<file path="config.mk">
export PLATFORM = sky130hd
export DESIGN_NAME = modem_ctl_stat
export DESIGN_NICKNAME = d
export VERILOG_FILES = /design/src/rtl/modem_ctl_stat.sv
export SDC_FILE = /design/constraint.sdc
export NUM_CORES = 1
export LEC_CHECK = 0
export CAP_MARGIN = 15
export CORE_AREA = 2 2 49 51
export CTS_CLUSTER_DIAMETER = 40
export CTS_CLUSTER_SIZE = 14
export DETAILED_ROUTE_END_ITERATION = 12
export DIE_AREA = 0 0 51 53
export PLACE_DENSITY = 0.71
export SETUP_SLACK_MARGIN = 0.05
export SLEW_MARGIN = 20
export SYNTH_ARGS = -nofsm -noshare
export SYNTH_HDL_FRONTEND = slang
export SYNTH_SLANG_ARGS = --single-unit
</file>
<file path="constraint.sdc">
create_clock -name clk -period 1.29 [get_ports clk]
set_input_delay 0.258 -clock clk [delete_from_list [all_inputs] [get_ports clk]]
set_output_delay 0.258 -clock clk [all_outputs]
set_load 0.005 [all_outputs]
</file>
<file path="src/rtl/modem_ctl_stat.sv">
module modem_ctl_stat (
  input  logic       clk,
  input  logic       rst_n,
  input  logic       reg_wr,
  input  logic       reg_rd,
  input  logic       reg_sel,
  input  logic [7:0] wdata,
  output logic [7:0] rdata,
  input  logic       cts_in,
  input  logic       dsr_in,
  input  logic       dcd_in,
  input  logic       ri_in,
  output logic       rts_out,
  output logic       dtr_out,
  output logic       out1_out,
  output logic       out2_out,
  output logic       loop_on,
  output logic       msr_event
);
  localparam logic [3:0] LVL_RST = 4'b1011;
  localparam logic [4:0] CTL_RST = 5'b01000;

  logic [3:0] s1, s2, lvl, dl;
  logic [4:0] ctl;

  wire [3:0] pins = {dcd_in, ri_in, dsr_in, cts_in};
  wire [3:0] chg  = s2 ^ lvl;
  wire [3:0] hit  = {chg[3], chg[2] & ~s2[2], chg[1], chg[0]};
  wire       clr  = reg_rd & reg_sel & ~ctl[4];
  wire [2:0] wdata_hi_unused = wdata[7:5];

  always_ff @(posedge clk or negedge rst_n) begin
    if (!rst_n) begin
      s1  <= LVL_RST;
      s2  <= LVL_RST;
      lvl <= LVL_RST;
      dl  <= '0;
      ctl <= CTL_RST;
    end else begin
      s1  <= pins;
      s2  <= s1;
      lvl <= s2;
      dl  <= (clr ? 4'b0000 : dl) | hit;
      if (reg_wr && !reg_sel) ctl <= wdata[4:0];
    end
  end

  assign {loop_on, out2_out, out1_out, rts_out, dtr_out} = ctl;
  assign msr_event = |dl;

  always_comb begin
    if (!reg_sel)      rdata = {3'b000, ctl};
    else if (ctl[4])   rdata = {ctl[3], ctl[2], ctl[0], ctl[1], 4'b0000};
    else               rdata = {lvl, dl};
  end

  AST_CTL_WRITE: assert property (@(posedge clk) disable iff (!rst_n)
    reg_wr && !reg_sel |=> {loop_on, out2_out, out1_out, rts_out, dtr_out} == $past(wdata[4:0]));
  AST_STATUS_WR_IGNORED: assert property (@(posedge clk) disable iff (!rst_n)
    reg_wr && reg_sel |=> $stable({loop_on, out2_out, out1_out, rts_out, dtr_out}));
  AST_FLAG_STICKY: assert property (@(posedge clk) disable iff (!rst_n)
    (($past(dl) & ~dl) != 4'b0000) |-> $past(clr));
  AST_RI_RISE_NO_TERI: assert property (@(posedge clk) disable iff (!rst_n)
    $rose(lvl[2]) && !$past(dl[2]) |-> !dl[2]);
  AST_CLEAR_ON_READ: assert property (@(posedge clk) disable iff (!rst_n)
    $past(clr) && $stable(lvl) |-> dl == 4'b0000);
  AST_CHANGE_WINS: assert property (@(posedge clk) disable iff (!rst_n)
    $past(clr) && (lvl[0] != $past(lvl[0])) |-> dl[0]);
  AST_EVENT_RISE: assert property (@(posedge clk) disable iff (!rst_n)
    $rose(msr_event) |-> !$stable(lvl));
  AST_LOOP_MAP: assert property (@(posedge clk) disable iff (!rst_n)
    loop_on && reg_sel |-> rdata[3:0] == 4'b0000 && rdata[7] == out2_out && rdata[5] == dtr_out);
endmodule

</file>
# Word-level counts from Yosys, hierarchy flattened
# Index checks and enable logic that the tools add are counted.
[totals]
reg_bits = 21
output_inout_bits = 14
[classes]
mux = 3
bitwise = 7
reduce_logical = 3
[op_table]
columns = ["cell", "count"]
rows = [
  ["2-to-1 mux 8 bit", 2],
  ["2-to-1 mux 4 bit", 1],
  ["bitwise OR 4 bit", 1],
  ["OR reduction 4 bit", 1],
  ["bitwise XOR 4 bit", 1],
  ["AND 1 bit", 3],
  ["NOT 1 bit", 2],
  ["logical AND 1 bit", 1],
  ["logical NOT 1 bit", 1],
]

# Logic depth before layout (Yosys ltp)
[logic_depth]
word_depth = 4
ltp_mapped = 3
mapped_depth_nobuf = 2

# Worst setup path after synthesis
# Ideal clock, no wire load.
[synth_timing]
path_kind = "reg-to-output"
from = "register ctl[4]"
to = "output rdata[5]"
arrival_ns = 0.801
t_required_ns = 1.032
setup_slack_ns = 0.231
path_stages_with_launch = 4
n_path_buf = 1
path_cell_list = "dfrtp_1 buf_2 mux2i_1 nor2b_1"
[synth_between]
elab_chain_len = 2
[synth_lines]
columns = ["element", "line_no", "text"]
rows = [
  ["from (decl)", "24", "logic [4:0] ctl;"],
  ["from (signal assigned)", "44", "if (reg_wr && !reg_sel) ctl <= wdata[4:0];"],
  ["2-to-1 mux 8 bit", "53", "else if (ctl[4]) rdata = {ctl[3], ctl[2], ctl[0], ctl[1], 4'b0000};"],
  ["2-to-1 mux 8 bit", "52", "if (!reg_sel) rdata = {3'b000, ctl};"],
  ["to (decl)", "8", "output logic [7:0] rdata,"],
]
# No other way between the ends.

# Worst setup path in the final report
[layout_timing]
from = "register ctl[4]"
to = "output rdata[4]"
[layout_between]
elab_chain_len = 2
[layout_lines]
columns = ["element", "line_no"]
rows = [
  ["2-to-1 mux 8 bit", "53"],
  ["2-to-1 mux 8 bit (*)", "52"],
]
# Mark *: on every way between the ends. The rest lies on a longest branch, timed or not.

==> run_results.csv <==
group,metric,value,unit
clock_tree,clkSinkCount,21,
global_routing,grt_pass1_vias,652,
clock_tree,clk_pin_slew_worst_paths,0.11,ns
timing,relSlewSlack,82.39,%
critical_path,slowest_stage,"dfrtp_2",
global_routing,grt_max_degree,22,
yosys,postSynthNetCount,80,
timing,min_period,1.525,ns
outcome,outcome,"finished, violations left",
critical_path,rrSetupSlack,0.23,ns
global_routing,grt-ovfl-total,0,
cells_and_area,final_cell_mix,"buf_4, clkdlybuf4s50_1, dfrtp_1, dfstp_2, buf_2",
clock_tree,numCtsBuffers,3,
critical_path,end_kind,"primary output",
yosys,synth.yosys.seq_area_share,64.18,%
timing,rsz0062_at_grt,"true",
timing,fin_ws,-0.2350,ns
timing,finalSetupViolations,10,
place,place.gp.congestion,0.7457,
cells_and_area,final_common_cell,"buf_4",
floorplanning,die_height,53,um
clock_tree,clock-root-buffer,"clkbuf_4",
clock_tree,cts_tree,"yes",
timing,finalClockSkew,0.009135,ns
floorplanning,initial_core_util,39.02,%
route,ant_nets,0,
critical_path,worstPathArrival,1.27,ns
power_and_ir_drop,power,1520,uW
yosys,ys_seq_elements,21,
route,routed_wl,1736,um
timing,slew_violations,0,
timing,hold_violations,0,
route,firstDrtPassIters,3,
route,vias_per_cell,4.514,
hold_path,min_path_type,"in2async",
floorplanning,pin_count,31,
yosys,syn-mean-instance-area,13.31,um2
cells_and_area,fillers,185,
timing,fin_tns_setup,-1.534,ns
critical_path,critical_path_buf_inv_count,3,
global_routing,grt_util_all_layers,15.21,%
cells_and_area,drive_gt1_share,55.26,%
floorplanning,die_x,51,um
cells_and_area,multi_input_area,274.0,um2
clock_tree,clock_path_buffers,2,
place,port_buffers,27,
cells_and_area,diodes,0,
critical_path,required,1.03,ns
critical_path,cp-start-kind,"flop",
clock_tree,htree_num_levels,1,
global_routing,grt_pass1_wl,3022,um
floorplanning,core_area,2148,um2
yosys,netlist_instances,63,
power_and_ir_drop,p_leak,0.0006399,uW
route,via_count,641,
critical_path,crit_chain,"buf_12 > buf_6 > a21oi_2 > a31oi_1 > buf_2",
job,drv_cap,0,
global_routing,antenna_found_initial,0,
timing,fmax,0.6557,GHz
cells_and_area,syn2layout_area_growth,58.81,%
route,wl_per_cell,12.23,um
critical_path,crit_path_max_incr_delay,0.45,ns
floorplanning,die_area,2703,um2
critical_path,path_delay_family,"flip-flops",
timing,period_share,118.2,%
cells_and_area,nets,132,
critical_path,rr_worst_depth,3,
yosys,yosys_warnings,0,
critical_path,r2r_start,"ctl[4]$_DFFE_PN0P_",
outcome,violations,"negative setup slack",
clock_tree,clock_latency,0.29,ns
yosys,ys_types,18,
timing,tightest_slew,0.2641,ns
critical_path,cp_max_fo,5,
place,post-dp-hpwl,1133,um
power_and_ir_drop,powerDensity,1142,nW/um2
critical_path,rr_endpoint,"dl[3]$_DFF_PN0_",
critical_path,critPathKind,"reg2out",
route,drt_iter0_drc,4,
power_and_ir_drop,peakVddDrop,0.7487,mV
floorplanning,num_rows,17,
route,drc,0,
cells_and_area,ff_latch_area,539.3,um2
yosys,synth_area,838.3,um2
==> layer usage <==
| metal | vias up | global-route usage [%] | wire, um |
|---|---|---|---|
| met5 | - | 0 | 0 |
| met4 | 0 | 1.351 | 0 |
| met3 | 0 | 4.520 | 104 |
| met2 | 21 | 27.06 | 879 |
| met1 | 312 | 18.87 | 753 |
| li1 | 308 | - | - |
==> repair_timing <==
action | 4_1_cts | 5_1_grt
hold buffers | 0 | 0
setup endpoints to repair | 14 | 13
setup buffers | 8 | 5
resized for setup | 70 | 6
cloned | 1 | 0
pin swaps | 4 | 3
==> report_power, final <==
group / total [uW] / leakage [uW] / internal [uW] / switching [uW]
clock network: 297 / 0.0000150 / 120 / 177
logic: 457 / 0.000400 / 295 / 162
registers: 766 / 0.000225 / 730 / 36.0
total: 1520 / 0.000640 / 1140 / 375
==> worst max-delay path by stage <==
stage	slack, ns	start	depth (start not counted)	end
4_1_cts	-0.22	ctl[4]$_DFFE_PN0P_	4	rdata[6]
3_3_place_gp	-0.60	reg_sel	5	rdata[4]
5_1_grt	-0.30	ctl[4]$_DFFE_PN0P_	5	rdata[4]
2_1_floorplan	0.23	ctl[4]$_DFFE_PN0P_	3	rdata[5]
3_5_place_dp	-0.64	reg_sel	5	rdata[4]
6_report	-0.24	ctl[4]$_DFFE_PN0P_	5	rdata[4]
==> flip-flops by register name, summed over array words and instances (netlist names) <==
signal	flops
ctl	5
dl	4
lvl	4
s1	4
s2	4
==> cell usage after synthesis <==
cell / number / area, um2
a21oi_1: 1 / 5.000
a31oi_1: 1 / 6.260
and3b_1: 1 / 8.760
buf_2: 1 / 5.000
buf_4: 1 / 7.510
dfrtp_1: 11 / 275.3
dfstp_2: 10 / 262.8
inv_1: 9 / 33.78
mux2_4: 5 / 75.07
mux2i_1: 3 / 30.03
nand2_1: 3 / 11.26
nand3b_1: 1 / 7.510
nand4_1: 1 / 6.260
nor2b_1: 3 / 18.77
nor2b_4: 1 / 13.76
o21ai_0: 4 / 20.02
o22ai_1: 4 / 25.02
xnor2_1: 3 / 26.28
==> cells by family (layout without fill, tap and decap cells) <==
logic type | count (synthesis) | count (layout) | share of synthesized area, %
AOI/OAI and AO/OA | 10 | 10 | 6.716
xor gates and xnor gates | 3 | 3 | 3.135
buffers and inverters | 11 | 62 | 5.522
DFF | 21 | 21 | 64.18
muxes | 8 | 8 | 12.54
and+or+nand+nor | 10 | 10 | 7.911
==> per-stage QoR <==
step	area (um2)	worst slack (ns)	hold slack [ns]	util, %	instances
CTS	1280	-0.2164	0.2916	59.58	138
floorplan	838.3	0.2313	-0.03759	-	63
global placement	1199	-0.6022	0.3338	55.79	125
global route	1331	-0.3019	0.3055	61.97	142
finish	1331	-0.2350	0.2896	61.97	142
detailed placement	1199	-0.6384	0.3426	55.79	125
==> cell type report <==
type                    instances  area share (%)
repair buffers                 49           31.77
clock buffers                   4           1.974
flip-flops and latches         21           40.51
well taps                      28           2.632
multi-input cells              31           20.58
inverters                       9           2.538
Note: power is estimated with default switching activity, not from simulation.
